## config.mk

```make
export PLATFORM = sky130hd
export DESIGN_NAME = fp_widen_x80
export DESIGN_NICKNAME = d
export VERILOG_FILES = /design/src/rtl/fpw_pkg.sv /design/src/rtl/fpw_lzc.sv /design/src/rtl/fpw_narrow.sv /design/src/rtl/fp_widen_x80.sv
export SDC_FILE = /design/constraint.sdc
export NUM_CORES = 1
export LEC_CHECK = 0
export BUFFER_PORTS_ARGS = -buffer_cell sky130_fd_sc_hd__buf_2
export CELL_PAD_IN_SITES_DETAIL_PLACEMENT = 1
export CELL_PAD_IN_SITES_GLOBAL_PLACEMENT = 2
export CORE_MARGIN = 4
export CORE_UTILIZATION = 30
export DETAILED_ROUTE_END_ITERATION = 6
export GPL_TIMING_DRIVEN = 0
export PLACE_DENSITY_LB_ADDON = 0.25
export RECOVER_POWER = 50
export SLEW_MARGIN = 20
export SYNTH_ARGS = -nofsm -noshare
export SYNTH_HDL_FRONTEND = slang
export SYNTH_SLANG_ARGS = --single-unit
```

## constraint.sdc

```tcl
create_clock -name clk -period 6.4 [get_ports clk]
set_clock_uncertainty 0.15 [all_clocks]
set_input_delay 0.64 -clock clk [delete_from_list [all_inputs] [get_ports clk]]
set_output_delay 0.64 -clock clk [all_outputs]
set_load 0.03 [all_outputs]
```

## src/rtl/fpw_pkg.sv

```systemverilog
package fpw_pkg;
  localparam int XEXP_W = 15;
  localparam int XMAN_W = 64;
  localparam int XWIDTH = 1 + XEXP_W + XMAN_W;
  localparam int XBIAS  = 16383;

  typedef enum logic [1:0] {
    SRC_SGL  = 2'b00,
    SRC_DBL  = 2'b01,
    SRC_EXT  = 2'b10,
    SRC_EXT2 = 2'b11
  } src_fmt_e;

  typedef struct packed {
    logic              sign;
    logic [XEXP_W-1:0] exp;
    logic [XMAN_W-1:0] man;
  } xfloat_t;
endpackage

```

## src/rtl/fpw_lzc.sv

```systemverilog
module fpw_lzc #(
  parameter int W = 23,
  localparam int CW = $clog2(W + 1)
) (
  input  logic [W-1:0]  vec,
  output logic [CW-1:0] zeros
);
  always_comb begin
    zeros = CW'(W);
    for (int i = 0; i < W; i++) begin
      if (vec[i]) zeros = CW'(W - 1 - i);
    end
  end
endmodule

```

## src/rtl/fpw_narrow.sv

```systemverilog
module fpw_narrow
  import fpw_pkg::*;
#(
  parameter int EXP_W  = 8,
  parameter int FRAC_W = 23,
  localparam int OP_W  = 1 + EXP_W + FRAC_W,
  localparam int BIAS  = (1 << (EXP_W - 1)) - 1,
  localparam int PAD   = XMAN_W - 1 - FRAC_W,
  localparam int CW    = $clog2(FRAC_W + 1)
) (
  input  logic [OP_W-1:0] op,
  output xfloat_t         xv,
  output logic            is_snan,
  output logic            is_denorm
);
  logic              sgn;
  logic [EXP_W-1:0]  ex;
  logic [FRAC_W-1:0] fr;
  logic              ex_zero, ex_ones, fr_zero;
  logic [CW-1:0]     lead;
  logic [6:0]        shamt;
  logic [XMAN_W-1:0] aligned, den_man;
  logic [15:0]       den_exp, nrm_exp;

  assign sgn     = op[OP_W-1];
  assign ex      = op[FRAC_W +: EXP_W];
  assign fr      = op[FRAC_W-1:0];
  assign ex_zero = (ex == '0);
  assign ex_ones = &ex;
  assign fr_zero = (fr == '0);

  fpw_lzc #(.W(FRAC_W)) u_lzc (.vec(fr), .zeros(lead));

  assign aligned = {1'b0, fr, {PAD{1'b0}}};
  assign shamt   = 7'(lead) + 7'd1;
  assign den_man = aligned << shamt;
  assign den_exp = 16'(XBIAS - BIAS) - 16'(lead);
  assign nrm_exp = 16'(ex) + 16'(XBIAS - BIAS);

  always_comb begin
    xv.sign   = sgn;
    is_snan   = 1'b0;
    is_denorm = 1'b0;
    if (ex_zero && fr_zero) begin
      xv.exp = '0;
      xv.man = '0;
    end else if (ex_zero) begin
      xv.exp    = den_exp[XEXP_W-1:0];
      xv.man    = den_man;
      is_denorm = 1'b1;
    end else if (ex_ones && fr_zero) begin
      xv.exp = '1;
      xv.man = {1'b1, {(XMAN_W-1){1'b0}}};
    end else if (ex_ones) begin
      xv.exp  = '1;
      xv.man  = aligned | {2'b11, {(XMAN_W-2){1'b0}}};
      is_snan = ~fr[FRAC_W-1];
    end else begin
      xv.exp = nrm_exp[XEXP_W-1:0];
      xv.man = aligned | {1'b1, {(XMAN_W-1){1'b0}}};
    end
  end
endmodule

```

## src/rtl/fp_widen_x80.sv

```systemverilog
module fp_widen_x80
  import fpw_pkg::*;
#(
  parameter int SGL_EXP_W  = 8,
  parameter int SGL_FRAC_W = 23,
  parameter int DBL_EXP_W  = 11,
  parameter int DBL_FRAC_W = 52,
  localparam int NFMT      = 2
) (
  input  logic              clk,
  input  logic              rst,
  input  logic              in_valid,
  input  logic [1:0]        fmt,
  input  logic [XWIDTH-1:0] operand,
  output logic              out_valid,
  output logic [XWIDTH-1:0] result,
  output logic              flag_invalid,
  output logic              flag_denorm
);
  xfloat_t        nx_val [NFMT];
  logic [NFMT-1:0] nx_snan, nx_den;

  for (genvar g = 0; g < NFMT; g++) begin : g_narrow
    localparam int EW = (g == 0) ? SGL_EXP_W : DBL_EXP_W;
    localparam int FW = (g == 0) ? SGL_FRAC_W : DBL_FRAC_W;
    fpw_narrow #(.EXP_W(EW), .FRAC_W(FW)) u_cvt (
      .op       (operand[EW+FW:0]),
      .xv       (nx_val[g]),
      .is_snan  (nx_snan[g]),
      .is_denorm(nx_den[g])
    );
  end

  logic [XWIDTH-1:0] sel_val;
  logic              sel_inv, sel_den;

  always_comb begin
    unique case (src_fmt_e'(fmt))
      SRC_SGL: begin
        sel_val = nx_val[0];
        sel_inv = nx_snan[0];
        sel_den = nx_den[0];
      end
      SRC_DBL: begin
        sel_val = nx_val[1];
        sel_inv = nx_snan[1];
        sel_den = nx_den[1];
      end
      default: begin
        sel_val = operand;
        sel_inv = 1'b0;
        sel_den = 1'b0;
      end
    endcase
  end

  always_ff @(posedge clk) begin
    if (rst) begin
      out_valid    <= 1'b0;
      result       <= '0;
      flag_invalid <= 1'b0;
      flag_denorm  <= 1'b0;
    end else begin
      out_valid <= in_valid;
      if (in_valid) begin
        result       <= sel_val;
        flag_invalid <= sel_inv;
        flag_denorm  <= sel_den;
      end
    end
  end
endmodule

```

# Yosys cells after proc, flatten, opt, wreduce, memory -nomap -nowiden
# Index checks and enable logic that the tools add are counted.
# W data, S select, Z words.
# totals
out_inout_bits,83
register_bits,83
word_cells,124
input_bits,85
# op_classes
shift,2
n_mux,98
n_reduce_logical,11
n_addsub,6
n_bitwise,2
n_eq_ne,1
# op_table
cell,count
$mux W79,8
$mux W6,51
$pmux W80 S2,1
$shl A63 B7 Y64,2
$mux W5,22
$logic_not A52 Y1,1
$logic_not A23 Y1,1
$add A11 B14 Y15 const B,1
$add A8 B14 Y15 const B,1
$sub A14 B5 Y15 const A,1
$sub A14 B6 Y15 const A,1
$mux W1,13
$logic_not A11 Y1,1
$reduce_and A11 Y1,1
$logic_not A8 Y1,1
$reduce_and A8 Y1,1
$add A6 B1 Y7 const B,1
$add A5 B1 Y6 const B,1
$logic_and A1 B1 Y1,4
$pmux W1 S2,2
$mux W3,1
$eq A2 B1 Y1 const B,1
$logic_not A2 Y1,1
$not A1 Y1,2

# Logic depth before layout (Yosys ltp)
# depth
depth_word,57
mapped_depth,22
depth_no_buf,16

# By module
# Synthesis repeated with hierarchy kept, for this count alone.
# hier_totals
hier_cells,1518
area_unflattened_um2,12713.4
# by_module_without_submodules
mod,seq_area_each_um2,cells_per_inst,area_per_inst_um2,instances
fp_widen_x80,1661.6,473,5238.8,1
fpw_narrow (g_narrow[1].u_cvt),0.0,554,4359.2,1
fpw_narrow (g_narrow[0].u_cvt),0.0,336,2253.4,1
fpw_lzc (g_narrow[1].u_cvt.u_lzc),0.0,113,625.6,1
fpw_lzc (g_narrow[0].u_cvt.u_lzc),0.0,42,236.5,1

# Least setup slack after synthesis
# Ideal clock, no wire load.
# synth_timing
path_type,input to register
start,input operand[33]
end,register result[62]
arrival_time_ps,4609
n_path_buf,5
path_stages,16
setup_slack_ps,1518
setup_time_ps,123
required_ps,6127
cell_sequence,clkbuf_1 > o31ai_1 > a2111oi_0 > o41ai_1 > o21a_1 > a311o_1 > ha_1 > clkbuf_1 > clkbuf_1 > clkbuf_1 > clkbuf_1 > mux4_2 > mux2_2 > a222oi_1 > nor3b_1 > a21oi_1
# synth_via
elab_chain_cells,24
word_cells_on_any_way,28
cone_classes,add/sub (1); shift (1); mux (23); reduce/logical (3)
# synth_rtl
element,line_no,rtl
from (decl),fp_widen_x80.sv:14,"input logic [XWIDTH-1:0] operand,"
$mux W6 (19 in series),fpw_lzc.sv:11,if (vec[i]) zeros = CW'(W - 1 - i);
$add A6 B1 Y7,fpw_narrow.sv:35,assign shamt = 7'(lead) + 7'd1;
$shl A63 B7 Y64,fpw_narrow.sv:36,assign den_man = aligned << shamt;
$mux W79,fpw_narrow.sv:47,end else if (ex_zero) begin
$mux W79 (*),fpw_narrow.sv:44,if (ex_zero && fr_zero) begin
$pmux W80 S2 (*),fp_widen_x80.sv:38,unique case (src_fmt_e'(fmt))
to (signal assigned),fp_widen_x80.sv:66,result <= sel_val;
to (decl),fp_widen_x80.sv:16,"output logic [XWIDTH-1:0] result,"
# Mark *: on every way between the ends. The rest lies on a longest branch, timed or not.
# A chain may end at the register's enable or synchronous reset.

# Worst setup path in the final report
# layout_timing
start,input operand[21]
end,register result[58]
# layout_via
elab_chain_cells,36
word_cells_on_any_way,50
cone_classes,add/sub (2); shift (2); mux (40); reduce/logical (6)
# layout_rtl
element,line_no
$mux W6 (31 in series),fpw_lzc.sv:11
$add A6 B1 Y7,fpw_narrow.sv:35
$shl A63 B7 Y64,fpw_narrow.sv:36
$mux W79,fpw_narrow.sv:47
$mux W79,fpw_narrow.sv:44
$pmux W80 S2 (*),fp_widen_x80.sv:38
# Marks and branches as above.

==> summary.md <==
| Metric | Value |
|---|---|
| Post-layout min period | `6.330 ns` |
| Cell repeated most along the worst path | `sky130_fd_sc_hd__clkbuf_1` |
| Post-DP HPWL | `62620 um` |
| Site row count | `70` |
| Register bit count reported by yosys | `83` |
| H-tree levels | `3` |
| Worst-case register-to-register setup slack | `4.68 ns` |
| EDFF count, synth | `0` |
| Worst-case hold path end point | `result[1]$_SDFFE_PP0P_` |
| Slew at the pin closest to its max-slew limit | `1.295 ns` |
| Root buffer cell | `sky130_fd_sc_hd__clkbuf_16` |
| Pin count of the biggest net entering global routing | `15` |
| Worst setup path class | `input port to flop` |
| Total length of routed wires | `81640 um` |
| Initial antenna violation count | `4` |
| Final count of negative-setup-slack endpoints | `0` |
| Non-Filler Instances | `2149` |
| Iteration-0 DRC Markers | `2004` |
| Number of input and output port buffers inserted | `154` |
| Slowest CP cell | `sky130_fd_sc_hd__a221oi_1` |
| Height of the die | `201.7 um` |
| Portion of netlist area occupied by mux cells | `16.65%` |
| Count of maximum capacitance violations | `0` |
| GR Overflow Total | `0` |
| Worst ir drop on vdd | `0.1352 mV` |
| Average size of a mapped cell | `7.446 um^2` |
| Combined global-route utilization of all metal layers | `38.15%` |
| Io pins | `168` |
| Status | `finished, final reports clean` |
| Setup repair after global routing missed its margin | `false` |
| Max FO, Critical Path | `10` |
| Effective utilization at floorplan | `30.59%` |
| Final routed DRC violation total | `0` |
| Fraction of layout instances using a drive strength above 1 | `17.03%` |
| Relative slew slack | `13.65%` |
| Share of the synthesized netlist area taken by xor and xnor gates | `0.6005%` |
| Number of sinks handled by clock tree synthesis | `83` |
| Total chip power | `2330 uW` |
| Hold crit path type | `flop to flop` |
| Post-route antenna net violation count | `0` |
| Die area | `40660 um^2` |
| Vias after detailed routing | `15130` |
| Synthesized netlist net count | `1600` |
| CTS Buffer Depth | `2` |
| Top flip-flop cell by instance count after synthesis | `sky130_fd_sc_hd__dfxtp_1` |
| Final RePlAce weighted congestion | `1.033` |
| Area grow syn2layout | `14.92%` |
| Period utilisation layout | `98.91%` |
| Most frequent cells after synthesis | `169 x sky130_fd_sc_hd__nand2_1, 151 x sky130_fd_sc_hd__nor2_1, 115 x sky130_fd_sc_hd__clkbuf_1, 91 x sky130_fd_sc_hd__a21oi_1, 83 x sky130_fd_sc_hd__dfxtp_1` |
| Via density | `7.039` |
| Number of pins exceeding their max-slew limit in the final report | `0` |
| DR WL/cell | `37.99 um` |
| Count of TritonRoute iterations in the first routing pass | `6` |
| Pwr Density | `180.2 nW/um^2` |
| Maximum clock frequency | `158.0 MHz` |
| Cell-by-cell listing of the critical path | `buf_2 > inv_1 > a221o_1 > clkbuf_1 > o21ai_1 > inv_1 > buf_2 > buf_1 > ha_1 > clkbuf_1 > clkbuf_1 > clkbuf_1 > mux2i_1 > a221oi_1 > o21ai_0 > o21a_1` |
| Core Region | `36790 um^2` |
| Final Hold Fails | `0` |
| Leakage power | `0.004507 uW` |
| Die Wd | `201.7 um` |
| Async SR Flop Fraction | `0%` |
| Number of placed cells counting well taps | `2134` |
| Adder and majority gate portion of the synthesized area | `0.4448%` |
| Cell type contributing the most total cell area after synthesis | `sky130_fd_sc_hd__dfxtp_1` |
| Net count, final | `1763` |
| Worst Path Arrival | `6.44 ns` |
| Type of destination of the critical path | `flop` |
| Global-route wire length before repair | `112700 um` |
| Hold path startpoint | `result[1]$_SDFFE_PP0P_` |
| Number of instances in the synthesized netlist | `1511` |
| Complex-gate fraction of the synthesized area | `35.83%` |
| R2r startpoint | `result[60]$_SDFFE_PP0P_` |
| Fraction of the mapped netlist area in simple logic gates | `23.83%` |
| Combinational family with the most area after synthesis | `compound AO/OA/AOI/OAI gates` |
| Synth Warn # | `0` |
| Largest cells by area after synthesis | `sky130_fd_sc_hd__dfxtp_1 15%, sky130_fd_sc_hd__mux4_2 9.2%, sky130_fd_sc_hd__nand2_1 5.6%, sky130_fd_sc_hd__nor2_1 5.0%, sky130_fd_sc_hd__mux2i_1 5.0%` |
| Clock transition time at the flip-flop clock pins of the worst setup and hold paths | `0.07 ns` |
| Worst R2R End | `result[60]$_SDFFE_PP0P_` |
| Number of distinct standard cells referenced by the synthesized netlist | `105` |
| Number of cells on the worst hold path | `2` |
| Worst path required time | `6.51 ns` |
| FF-to-FF path depth | `5` |
| CTS Hold Buffers Added | `0` |
| Mapped cell area | `11250 um^2` |
| Most used standard cell by instance count after synthesis | `sky130_fd_sc_hd__nand2_1` |
| Insertion delay to the later sink of the worst-skew pair | `0.36 ns` |
| Share of synthesized area occupied by flip-flops and latches | `14.77%` |
| Number of global-route vias before repair | `14810` |
| CTS tree | `done` |
| Sort of element at the start of the critical path | `input port` |
| Cts bufs inserted | `9` |
| Share of the synthesized area in the top cell type | `14.77%` |
| Worst path max stage delay | `0.96 ns` |
[worst max-delay path by stage]
stage	start	end	slack, ns	cells past startpoint
4_1_cts	operand[6]	result[52]$_SDFFE_PP0P_	0.05	17
2_1_floorplan	operand[33]	result[62]$_SDFFE_PP0P_	1.52	16
3_3_place_gp	operand[36]	result[57]$_SDFFE_PP0P_	-1.50	18
3_5_place_dp	operand[36]	result[63]$_SDFFE_PP0P_	-1.05	20
5_1_grt	operand[43]	result[63]$_SDFFE_PP0P_	0.02	20
6_report	operand[21]	result[58]$_SDFFE_PP0P_	0.07	16
[what timing repair did]
action / in CTS / in global routing
pin swaps: 0 / 1
buffers inserted: 0 / 0
gates resized for setup: 13 / 17
setup endpoints to repair: 20 / 22
[metal layers]
layer	global-route usage (%)	part of all wire [%]	vias up
li1	-	-	6217
met2	58.39	43	1083
met4	22.24	7.4	0
met5	0	0	-
met1	48.09	39	7540
met3	10.57	11	287
[placed cells by master, fill, tap and decap left out, drive strengths merged, types with 9 or more instances in the layout]
| master | instances |
|---|---|
| mux2i | 57 |
| nor3 | 40 |
| a21oi | 91 |
| a221oi | 35 |
| o221ai | 15 |
| a22oi | 24 |
| clkbuf | 204 |
| nor2b | 9 |
| a2111oi | 13 |
| mux2 | 23 |
| or3 | 9 |
| or4 | 11 |
| nor4 | 32 |
| nand2 | 173 |
| a211o | 11 |
| o31ai | 20 |
| o21ai | 83 |
| and2 | 13 |
| a211oi | 55 |
| a31oi | 18 |
| dfxtp | 83 |
| and3 | 11 |
| o211ai | 34 |
| nand4 | 17 |
| nand3 | 40 |
| buf | 125 |
| o21a | 9 |
| mux4 | 46 |
| o22ai | 16 |
| nand2b | 17 |
| or2 | 10 |
| inv | 33 |
| nor2 | 157 |
| o211a | 9 |
[area by class of cell]
class | instances | area, um^2
Sequential cell | 83 | 1662
Inverter | 32 | 122.6
Clock inverter | 5 | 60.06
Antenna cell | 2 | 5.005
Timing Repair Buffer | 156 | 676.9
Multi-Input combinational cell | 1230 | 8805
Clock buffer | 11 | 252.7
Buffer | 162 | 760.7
Tap cell | 468 | 585.6
Fill cell | 4655 | 23860
[report_power, final]
group	leakage [uW]	switching (uW)	internal, uW
clock network	0.000152	249	326
registers	0.000686	22.8	552
logic	0.00367	833	347
[state kept, by name, summed over array words and instances (netlist names)]
name,count
result,80
flag_invalid,1
out_valid,1
flag_denorm,1
[metrics by stage]
step	util [%]	worst slack (ns)	hold WS [ns]	TNS [ns]	area, um^2
after floorplan	-	1.518	0.4301	0	11250
after global placement	34.27	-1.498	0.2998	-17.15	12610
after detailed placement	34.33	-1.055	0.3068	-16.27	12630
after CTS	35.30	0.04653	0.3172	0	12990
after global routing	35.14	0.01843	0.3457	0	12920
final	35.15	0.07001	0.3196	0	12930
[kinds of logic after synthesis]
kind of cell	count (synthesis)
mux	126
fa+ha+maj	4
compound gates	541
flops	83
buf+inv	198
simple gates	553
xor+xnor	6
[worst max-delay path, delay by kind of cell]
kind / cells / cell delay [ns]
buf+inv: 9 / 3.38
compound gates: 5 / 1.90
mux: 1 / 0.28
fa+ha+maj: 1 / 0.21
Note: power is estimated with default switching activity, not from simulation.
